`config.mk`:
```
export PLATFORM = sky130hd
export DESIGN_NAME = dmac_chain_engine
export DESIGN_NICKNAME = d
export VERILOG_FILES = /design/src/rtl/dmac_pkg.sv /design/src/rtl/dmac_sema.sv /design/src/rtl/dmac_flag.sv /design/src/rtl/dmac_seq.sv /design/src/rtl/dmac_chain_engine.sv
export SDC_FILE = /design/constraint.sdc
export NUM_CORES = 1
export LEC_CHECK = 0
export ABC_CLOCK_PERIOD_IN_PS = 4600
export BUFFER_PORTS_ARGS = -buffer_cell sky130_fd_sc_hd__buf_2
export CELL_PAD_IN_SITES_DETAIL_PLACEMENT = 0
export CELL_PAD_IN_SITES_GLOBAL_PLACEMENT = 1
export CORE_AREA = 2 2 139 141
export CTS_CLUSTER_DIAMETER = 60
export DETAILED_ROUTE_END_ITERATION = 16
export DIE_AREA = 0 0 141 143
export GPL_ROUTABILITY_DRIVEN = 0
export GPL_TIMING_DRIVEN = 0
export MAX_ROUTING_LAYER = met4
export PLACE_DENSITY = 0.85
export RECOVER_POWER = 50
export SYNTH_ARGS = -nofsm -noshare
export SYNTH_HDL_FRONTEND = slang
export SYNTH_SLANG_ARGS = --single-unit
```
`constraint.sdc`:
```
create_clock -name clk -period 4.6 [get_ports clk]
set_input_delay 0.23 -clock clk [delete_from_list [all_inputs] [get_ports clk]]
set_output_delay 0.23 -clock clk [all_outputs]
set_load 0.02 [all_outputs]
```
`src/rtl/dmac_pkg.sv`:
```
// Shared definitions for the descriptor DMA channel.
// Assumes 32-bit memory words and the fixed descriptor layout of the brief.
package dmac_pkg;
    localparam int DATA_W   = 32;
    localparam int PIO_MAX  = 6;
    localparam int OFS_PIO  = 3;
    localparam logic [3:0] TAG_DATA = 4'd15;

    typedef enum logic [1:0] {
        XT_NONE    = 2'd0,
        XT_TOMEM   = 2'd1,
        XT_FROMMEM = 2'd2,
        XT_SENSE   = 2'd3
    } xfer_t;

    typedef struct packed {
        logic [15:0] count;
        logic [3:0]  npio;
        logic [1:0]  rsv;
        logic        flush_term;
        logic        halt_term;
        logic        wait_end;
        logic        dec_sema;
        logic        wait_ready;
        logic        lock;
        logic        irq;
        logic        chain;
        xfer_t       xt;
    } cmd_t;

    typedef enum logic [2:0] {
        S_IDLE, S_FETCH, S_DECODE, S_PIO, S_GAP, S_XFER, S_WAIT, S_DONE
    } st_t;
endpackage

```
`src/rtl/dmac_sema.sv`:
```
// Channel semaphore: software adds, descriptor completion subtracts one.
// Assumes a single decrement per cycle; the count never drops below zero.
module dmac_sema #(
    parameter int SW = 8
) (
    input  logic          clk,
    input  logic          rst_n,
    input  logic          chan_rst,
    input  logic          inc_we,
    input  logic [SW-1:0] inc,
    input  logic          dec,
    output logic [SW-1:0] sema,
    output logic          start_req,
    output logic          next_zero
);
    logic [SW-1:0] sum;
    logic [SW-1:0] nxt;

    // Value after this cycle's add and optional decrement.
    always_comb begin
        sum = sema + (inc_we ? inc : '0);
        nxt = sum - ((dec && (sum != '0)) ? SW'(1) : '0);
    end

    assign start_req = inc_we && (sum != '0);
    assign next_zero = (nxt == '0);

    // Semaphore register.
    always_ff @(posedge clk) begin
        if (!rst_n || chan_rst) sema <= '0;
        else                    sema <= nxt;
    end

    assert_sema_floor_R8: assert property (@(posedge clk) disable iff (!rst_n)
        (sema == '0 && !inc_we && !chan_rst) |=> (sema == '0));
    assert_sema_step_R8: assert property (@(posedge clk) disable iff (!rst_n)
        (!inc_we && !chan_rst) |=> (sema == $past(sema) || sema == $past(sema) - SW'(1)));
    assert_sema_rst_R12: assert property (@(posedge clk) disable iff (!rst_n)
        chan_rst |=> (sema == '0));
endmodule

```
`src/rtl/dmac_flag.sv`:
```
// Completion flag with write-one clear; a set in the same cycle wins.
module dmac_flag (
    input  logic clk,
    input  logic rst_n,
    input  logic set,
    input  logic clr,
    output logic flag
);
    // Flag register.
    always_ff @(posedge clk) begin
        if (!rst_n)    flag <= 1'b0;
        else if (set)  flag <= 1'b1;
        else if (clr)  flag <= 1'b0;
    end

    assert_flag_set_R10: assert property (@(posedge clk) disable iff (!rst_n)
        set |=> flag);
    assert_flag_clr_R10: assert property (@(posedge clk) disable iff (!rst_n)
        (clr && !set) |=> !flag);
endmodule

```
`src/rtl/dmac_seq.sv`:
```
// Descriptor sequencer: fetches descriptor words, streams programming
// words, moves data beats, waits on the device and closes each descriptor.
// Assumes memory returns read data exactly one cycle after mem_rd and that
// the peripheral accepts or supplies one beat per cycle without stalling.
module dmac_seq
    import dmac_pkg::*;
#(
    parameter int AW = 8
) (
    input  logic              clk,
    input  logic              rst_n,
    input  logic              chan_rst,
    input  logic              ptr_we,
    input  logic [AW-1:0]     ptr_addr,
    input  logic              start_req,
    input  logic              sema_next_zero,
    output logic              busy,
    output logic              done_dec,
    output logic              done_irq,
    output logic              mem_rd,
    output logic              mem_wr,
    output logic [AW-1:0]     mem_addr,
    output logic [DATA_W-1:0] mem_wdata,
    input  logic [DATA_W-1:0] mem_rdata,
    output logic              pio_valid,
    output logic [2:0]        pio_index,
    output logic [DATA_W-1:0] pio_data,
    output logic              dev_rd,
    input  logic [DATA_W-1:0] dev_rdata,
    output logic              dev_wvalid,
    output logic [DATA_W-1:0] dev_wdata,
    input  logic              dev_ready,
    input  logic              dev_end,
    output logic              dev_lock
);
    st_t           st;
    logic [3:0]    idx;
    logic [15:0]   cnt;
    logic [AW-1:0] ptr_reg, desc_ptr, nxt_f, buf_f;
    cmd_t          cmd_f;
    logic          rv_q, lock_q;
    logic [3:0]    rtag_q, issue_tag;
    logic [3:0]    npio_eff;
    logic          has_xfer, wait_ok;
    logic          unused_cmd_bits;

    assign unused_cmd_bits = ^{cmd_f.rsv, cmd_f.halt_term, cmd_f.flush_term};

    // Decoded controls of the current command.
    always_comb begin
        npio_eff = (cmd_f.npio > 4'(PIO_MAX)) ? 4'(PIO_MAX) : cmd_f.npio;
        has_xfer = (cmd_f.xt == XT_TOMEM || cmd_f.xt == XT_FROMMEM) && (cmd_f.count != '0);
        wait_ok  = (!cmd_f.wait_ready || dev_ready) && (!cmd_f.wait_end || dev_end);
    end

    // Memory request generation and return tagging.
    always_comb begin
        mem_rd    = 1'b0;
        mem_wr    = 1'b0;
        mem_addr  = '0;
        issue_tag = '0;
        case (st)
            S_FETCH: begin
                mem_rd    = 1'b1;
                mem_addr  = desc_ptr + AW'(idx);
                issue_tag = idx;
            end
            S_PIO: begin
                mem_rd    = 1'b1;
                mem_addr  = desc_ptr + AW'(idx) + AW'(OFS_PIO);
                issue_tag = idx + 4'(OFS_PIO);
            end
            S_XFER: begin
                mem_addr = buf_f + AW'(cnt);
                if (cmd_f.xt == XT_FROMMEM) begin
                    mem_rd    = 1'b1;
                    issue_tag = TAG_DATA;
                end else begin
                    mem_wr = 1'b1;
                end
            end
            default: ;
        endcase
    end

    assign mem_wdata  = dev_rdata;
    assign dev_rd     = mem_wr;
    assign pio_valid  = rv_q && (rtag_q >= 4'(OFS_PIO)) && (rtag_q < 4'(OFS_PIO + PIO_MAX));
    assign pio_index  = 3'(rtag_q - 4'(OFS_PIO));
    assign pio_data   = mem_rdata;
    assign dev_wvalid = rv_q && (rtag_q == TAG_DATA);
    assign dev_wdata  = mem_rdata;
    assign busy       = (st != S_IDLE);
    assign dev_lock   = lock_q;
    assign done_dec   = (st == S_DONE) && cmd_f.dec_sema;
    assign done_irq   = (st == S_DONE) && cmd_f.irq;

    // Software-loaded first-descriptor pointer.
    always_ff @(posedge clk) begin
        if (!rst_n)      ptr_reg <= '0;
        else if (ptr_we) ptr_reg <= ptr_addr;
    end

    // Channel state machine and descriptor field capture.
    always_ff @(posedge clk) begin
        if (!rst_n || chan_rst) begin
            st       <= S_IDLE;
            idx      <= '0;
            cnt      <= '0;
            rv_q     <= 1'b0;
            rtag_q   <= '0;
            lock_q   <= 1'b0;
            desc_ptr <= '0;
            nxt_f    <= '0;
            buf_f    <= '0;
            cmd_f    <= '0;
        end else begin
            rv_q   <= mem_rd;
            rtag_q <= issue_tag;
            if (rv_q) begin
                case (rtag_q)
                    4'd0:    nxt_f <= mem_rdata[AW-1:0];
                    4'd1:    cmd_f <= cmd_t'(mem_rdata);
                    4'd2:    buf_f <= mem_rdata[AW-1:0];
                    default: ;
                endcase
            end
            case (st)
                S_IDLE: if (start_req) begin
                    desc_ptr <= ptr_reg;
                    idx      <= '0;
                    st       <= S_FETCH;
                end
                S_FETCH: begin
                    if (idx == 4'd2) begin
                        idx <= '0;
                        st  <= S_DECODE;
                    end else idx <= idx + 4'd1;
                end
                S_DECODE: begin
                    if (cmd_f.lock) lock_q <= 1'b1;
                    st <= (npio_eff != '0) ? S_PIO : S_GAP;
                end
                S_PIO: begin
                    if (idx == npio_eff - 4'd1) begin
                        idx <= '0;
                        st  <= S_GAP;
                    end else idx <= idx + 4'd1;
                end
                S_GAP: begin
                    cnt <= '0;
                    st  <= has_xfer ? S_XFER : S_WAIT;
                end
                S_XFER: begin
                    if (cnt == cmd_f.count - 16'd1) st <= S_WAIT;
                    else                            cnt <= cnt + 16'd1;
                end
                S_WAIT: if (wait_ok) st <= S_DONE;
                S_DONE: begin
                    if (cmd_f.chain && !sema_next_zero) begin
                        desc_ptr <= nxt_f;
                        idx      <= '0;
                        st       <= S_FETCH;
                    end else begin
                        lock_q <= 1'b0;
                        st     <= S_IDLE;
                    end
                end
                default: st <= S_IDLE;
            endcase
        end
    end

    assert_pio_order_R3: assert property (@(posedge clk) disable iff (!rst_n)
        (pio_valid && $past(pio_valid)) |-> (pio_index == $past(pio_index) + 3'd1));
    assert_pio_before_data_R3: assert property (@(posedge clk) disable iff (!rst_n)
        !(pio_valid && (dev_wvalid || mem_wr)));
    assert_idle_quiet_R9: assert property (@(posedge clk) disable iff (!rst_n)
        !busy |-> (!mem_rd && !mem_wr && !dev_wvalid && !pio_valid));
    assert_wait_hold_R7: assert property (@(posedge clk) disable iff (!rst_n)
        (st == S_WAIT && !wait_ok && !chan_rst) |=> busy);
    assert_lock_idle_R11: assert property (@(posedge clk) disable iff (!rst_n)
        !busy |-> !dev_lock);
    assert_rst_idle_R12: assert property (@(posedge clk) disable iff (!rst_n)
        chan_rst |=> (!busy && !dev_lock));
endmodule

```
`src/rtl/dmac_chain_engine.sv`:
```
// Top of the descriptor DMA channel: sequencer, semaphore and completion flag.
// Assumes one channel and a dedicated memory port with one-cycle read latency.
module dmac_chain_engine #(
    parameter int AW = 8,
    parameter int SW = 8
) (
    input  logic          clk,
    input  logic          rst_n,
    input  logic          ptr_we,
    input  logic [AW-1:0] ptr_addr,
    input  logic          sema_we,
    input  logic [SW-1:0] sema_inc,
    input  logic          cmplt_clr,
    input  logic          chan_rst,
    output logic          busy,
    output logic [SW-1:0] sema_cnt,
    output logic          cmplt_irq,
    output logic          mem_rd,
    output logic          mem_wr,
    output logic [AW-1:0] mem_addr,
    output logic [31:0]   mem_wdata,
    input  logic [31:0]   mem_rdata,
    output logic          pio_valid,
    output logic [2:0]    pio_index,
    output logic [31:0]   pio_data,
    output logic          dev_rd,
    input  logic [31:0]   dev_rdata,
    output logic          dev_wvalid,
    output logic [31:0]   dev_wdata,
    input  logic          dev_ready,
    input  logic          dev_end,
    output logic          dev_lock
);
    logic start_req, next_zero, done_dec, done_irq;

    dmac_sema #(.SW(SW)) u_sema (
        .clk(clk), .rst_n(rst_n), .chan_rst(chan_rst),
        .inc_we(sema_we), .inc(sema_inc), .dec(done_dec),
        .sema(sema_cnt), .start_req(start_req), .next_zero(next_zero)
    );

    dmac_flag u_flag (
        .clk(clk), .rst_n(rst_n), .set(done_irq), .clr(cmplt_clr), .flag(cmplt_irq)
    );

    dmac_seq #(.AW(AW)) u_seq (
        .clk(clk), .rst_n(rst_n), .chan_rst(chan_rst),
        .ptr_we(ptr_we), .ptr_addr(ptr_addr),
        .start_req(start_req), .sema_next_zero(next_zero),
        .busy(busy), .done_dec(done_dec), .done_irq(done_irq),
        .mem_rd(mem_rd), .mem_wr(mem_wr), .mem_addr(mem_addr),
        .mem_wdata(mem_wdata), .mem_rdata(mem_rdata),
        .pio_valid(pio_valid), .pio_index(pio_index), .pio_data(pio_data),
        .dev_rd(dev_rd), .dev_rdata(dev_rdata),
        .dev_wvalid(dev_wvalid), .dev_wdata(dev_wdata),
        .dev_ready(dev_ready), .dev_end(dev_end), .dev_lock(dev_lock)
    );
endmodule

```
==> flow_summary.json <==
{
  "largest_reg_flops": 28,
  "max_freq_mhz": 234,
  "cts.sinks": 98,
  "rsz0062_at_grt": "yes",
  "grtUsageMet1_pct": 27.6,
  "design.core.area_mm2": 0.0186,
  "grt_use_met3_pct": 2.01,
  "post-dp-hpwl_um": 15000,
  "wl_um": 19000,
  "area.sequential_mm2": 0.00196,
  "grt_use_total_pct": 19.2,
  "worst_ep_required_time_ns": 4.90,
  "finalCriticalPeriod_ns": 4.27,
  "htree_levels": 3,
  "die_area_mm2": 0.0202,
  "placedInstanceArea_mm2": 0.00816,
  "final_antenna_net_count": 0,
  "grt_pass1_wl_um": 29700,
  "synth_seq_area_share_pct": 28.0,
  "max-clock-path-buffers": 2,
  "yosysUniqueCellTypes": 71,
  "synth_ff_type": "dfxtp_1",
  "clkSlewWorstSetupHoldPaths_ns": 0.07,
  "synth.avg_cell_area_um2": 7.93,
  "status": "completed",
  "synthesis.nets": 1008,
  "numCtsBuffers": 9,
  "critical_path.max_fanout": 5,
  "drive_above_1_share_pct": 20.3,
  "skew_ns": 0.00699,
  "drt_iter0_markers": 495,
  "end_kind": "flop",
  "placementRows": 50,
  "power.total_w": 0.00196,
  "hold_path_startpoint": "mem_rdata[22]",
  "vdd_drop_max_v": 0.000170,
  "dr.pass1.iters": 5,
  "cts_tree": "done",
  "grt_pass1_vias": 5750,
  "finalHoldViolCount": 0,
  "placement.io_buffers": 172,
  "wl_per_cell_um": 14.6,
  "leakage_nw": 3.32,
  "grt-ovfl-total": 0,
  "start_util_pct": 37.7,
  "syn_area_mm2": 0.00701,
  "crit_arrival_ns": 4.57,
  "num_vias": 6586,
  "relSlewSlack_pct": 26.9,
  "tightest_slew_ns": 1.07,
  "fin_hold_ws_ns": 0.131,
  "maxCapViolations": 0,
  "dieWidth_um": 141,
  "finalSetupViolCount": 0,
  "nets": 1191,
  "path_class": "reg2reg",
  "cts_setup_buffers": 0,
  "drv_slew": 0,
  "route.detailed.drc": 0,
  "vias_per_cell": 5.04,
  "worst_skew_pair.late_latency_ns": 0.35,
  "cp-start-kind": "flop",
  "post-route-period-util_pct": 92.9,
  "timing.rr.start": "u_sema.sema[0]",
  "layout_commonest_cell": "nand2_1",
  "min_path_type": "in2reg",
  "synth_seq_cells": 98,
  "design_area_mm2": 0.00833,
  "syn_to_final_growth_pct": 18.9,
  "grt_max_degree": 18,
  "multi_input_area_mm2": 0.00399,
  "ios": 211,
  "reg_top3": "u_seq.cmd_f x28, u_seq.cnt x16",
  "yosysWarnings": 0,
  "cts_root_buf": "clkbuf_16",
  "grt_use_met2_pct": 28.4,
  "die_h_um": 143,
  "antennaDiodeCount": 0,
  "synth_edf_count": 0,
  "top_usage_layer": "met2",
  "mostFrequentLayoutCells": "127 x nand2_1, 124 x clkbuf_1, 98 x dfxtp_1",
  "regMostFlops": "u_seq.cmd_f",
  "power_density_mw_per_mm2": 236,
  "async_flop_share_pct": 0,
  "antenna_found_initial": 0,
  "crit_start": "u_sema.sema[0]",
  "n_fill_cell": 1968,
  "netlist_instances": 884
}
==> per-stage QoR <==
step                      utilization, %  worst slack, ns  std cells  setup TNS (ns)
final                               44.8            0.329       1306               0
after global routing                44.8         -0.00611       1306        -0.00611
after CTS                           45.5            0.260       1306               0
after detailed placement            43.9          -0.0931       1290          -0.668
after global placement              43.9          -0.0397       1290          -0.217
after floorplan                        -            0.644        884               0
==> kinds of logic after synthesis <==
logic type / count (synthesis) / share of synthesized area, %
mux: 27 / 3.91
compound gates: 201 / 19.2
fa+ha+maj: 36 / 6.75
flops: 98 / 28.0
buf+inv: 174 / 15.0
simple gates: 298 / 20.9
xor+xnor: 50 / 6.25
==> synth_stat cells, types with 13 or more instances <==
master | count | area share, %
xnor2_1 | 39 | 4.9
buf_4 | 98 | 10
nand3_1 | 16 | 1.1
dfxtp_1 | 98 | 28
o21ai_0 | 23 | 1.6
clkbuf_1 | 30 | 1.6
nand4_1 | 13 | 1.2
a21oi_1 | 82 | 5.9
nor2_1 | 45 | 2.4
a21o_1 | 13 | 1.4
ha_1 | 33 | 5.9
nor2b_1 | 16 | 1.4
and2_1 | 17 | 1.5
inv_1 | 35 | 1.9
a211oi_1 | 21 | 2.2
mux2i_1 | 24 | 3.4
nand2_1 | 127 | 6.8
==> critical path, stage by stage (launching register included) <==
cell and delay [ns]:
dfxtp_1 0.35, ha_1 0.18, inv_1 0.05, fa_1 0.39, nand2b_1 0.22, a2111o_1 0.39, o311ai_1 0.19, o21bai_1 0.28
o311a_1 0.19, ha_1 0.17, nand3_1 0.19, or4_1 0.45, a21boi_0 0.22, o221ai_1 0.20, a211oi_1 0.50, mux2_2 0.24
==> routing by layer <==
layer,share of wire (%),vias to the layer above
li1,-,3343
met1,50,3009
met2,43,218
met3,6.0,16
met4,1.2,0
met5,0,-
==> final timing paths <==
path                endpoint  slack (ns)  depth (start not counted)
max reg2reg     u_seq.idx[0]        0.33                         15
max             u_seq.idx[0]        0.33                         15
min reg2reg   u_seq.nxt_f[7]        0.46                          2
min          u_seq.cmd_f[22]        0.13                          3
==> area by class of cell <==
cell class / count / area share, %
multi-input cells: 612 / 47.9
flip-flops and latches: 98 / 23.5
well taps: 234 / 3.51
repair buffers: 172 / 8.89
clock buffers: 10 / 2.87
plain buffers: 138 / 11.1
clock inverters: 6 / 0.586
inverters: 36 / 1.62
==> timing repair <==
| item | 4_1_cts | 5_1_grt |
|---|---|---|
| hold buffers | 0 | 0 |
| resized for setup | 0 | 5 |
| endpoints found under the setup margin | 0 | 14 |
==> where the power goes <==
group / switching (W) / internal (W) / leakage [nW]
Combinational: 0.000201 / 0.000145 / 2.39
Clock: 0.000356 / 0.000388 / 0.137
Sequential: 0.0000118 / 0.000861 / 0.793
Total: 0.000570 / 0.00139 / 3.32
No activity file was read; power rests on OpenSTA's default activity.
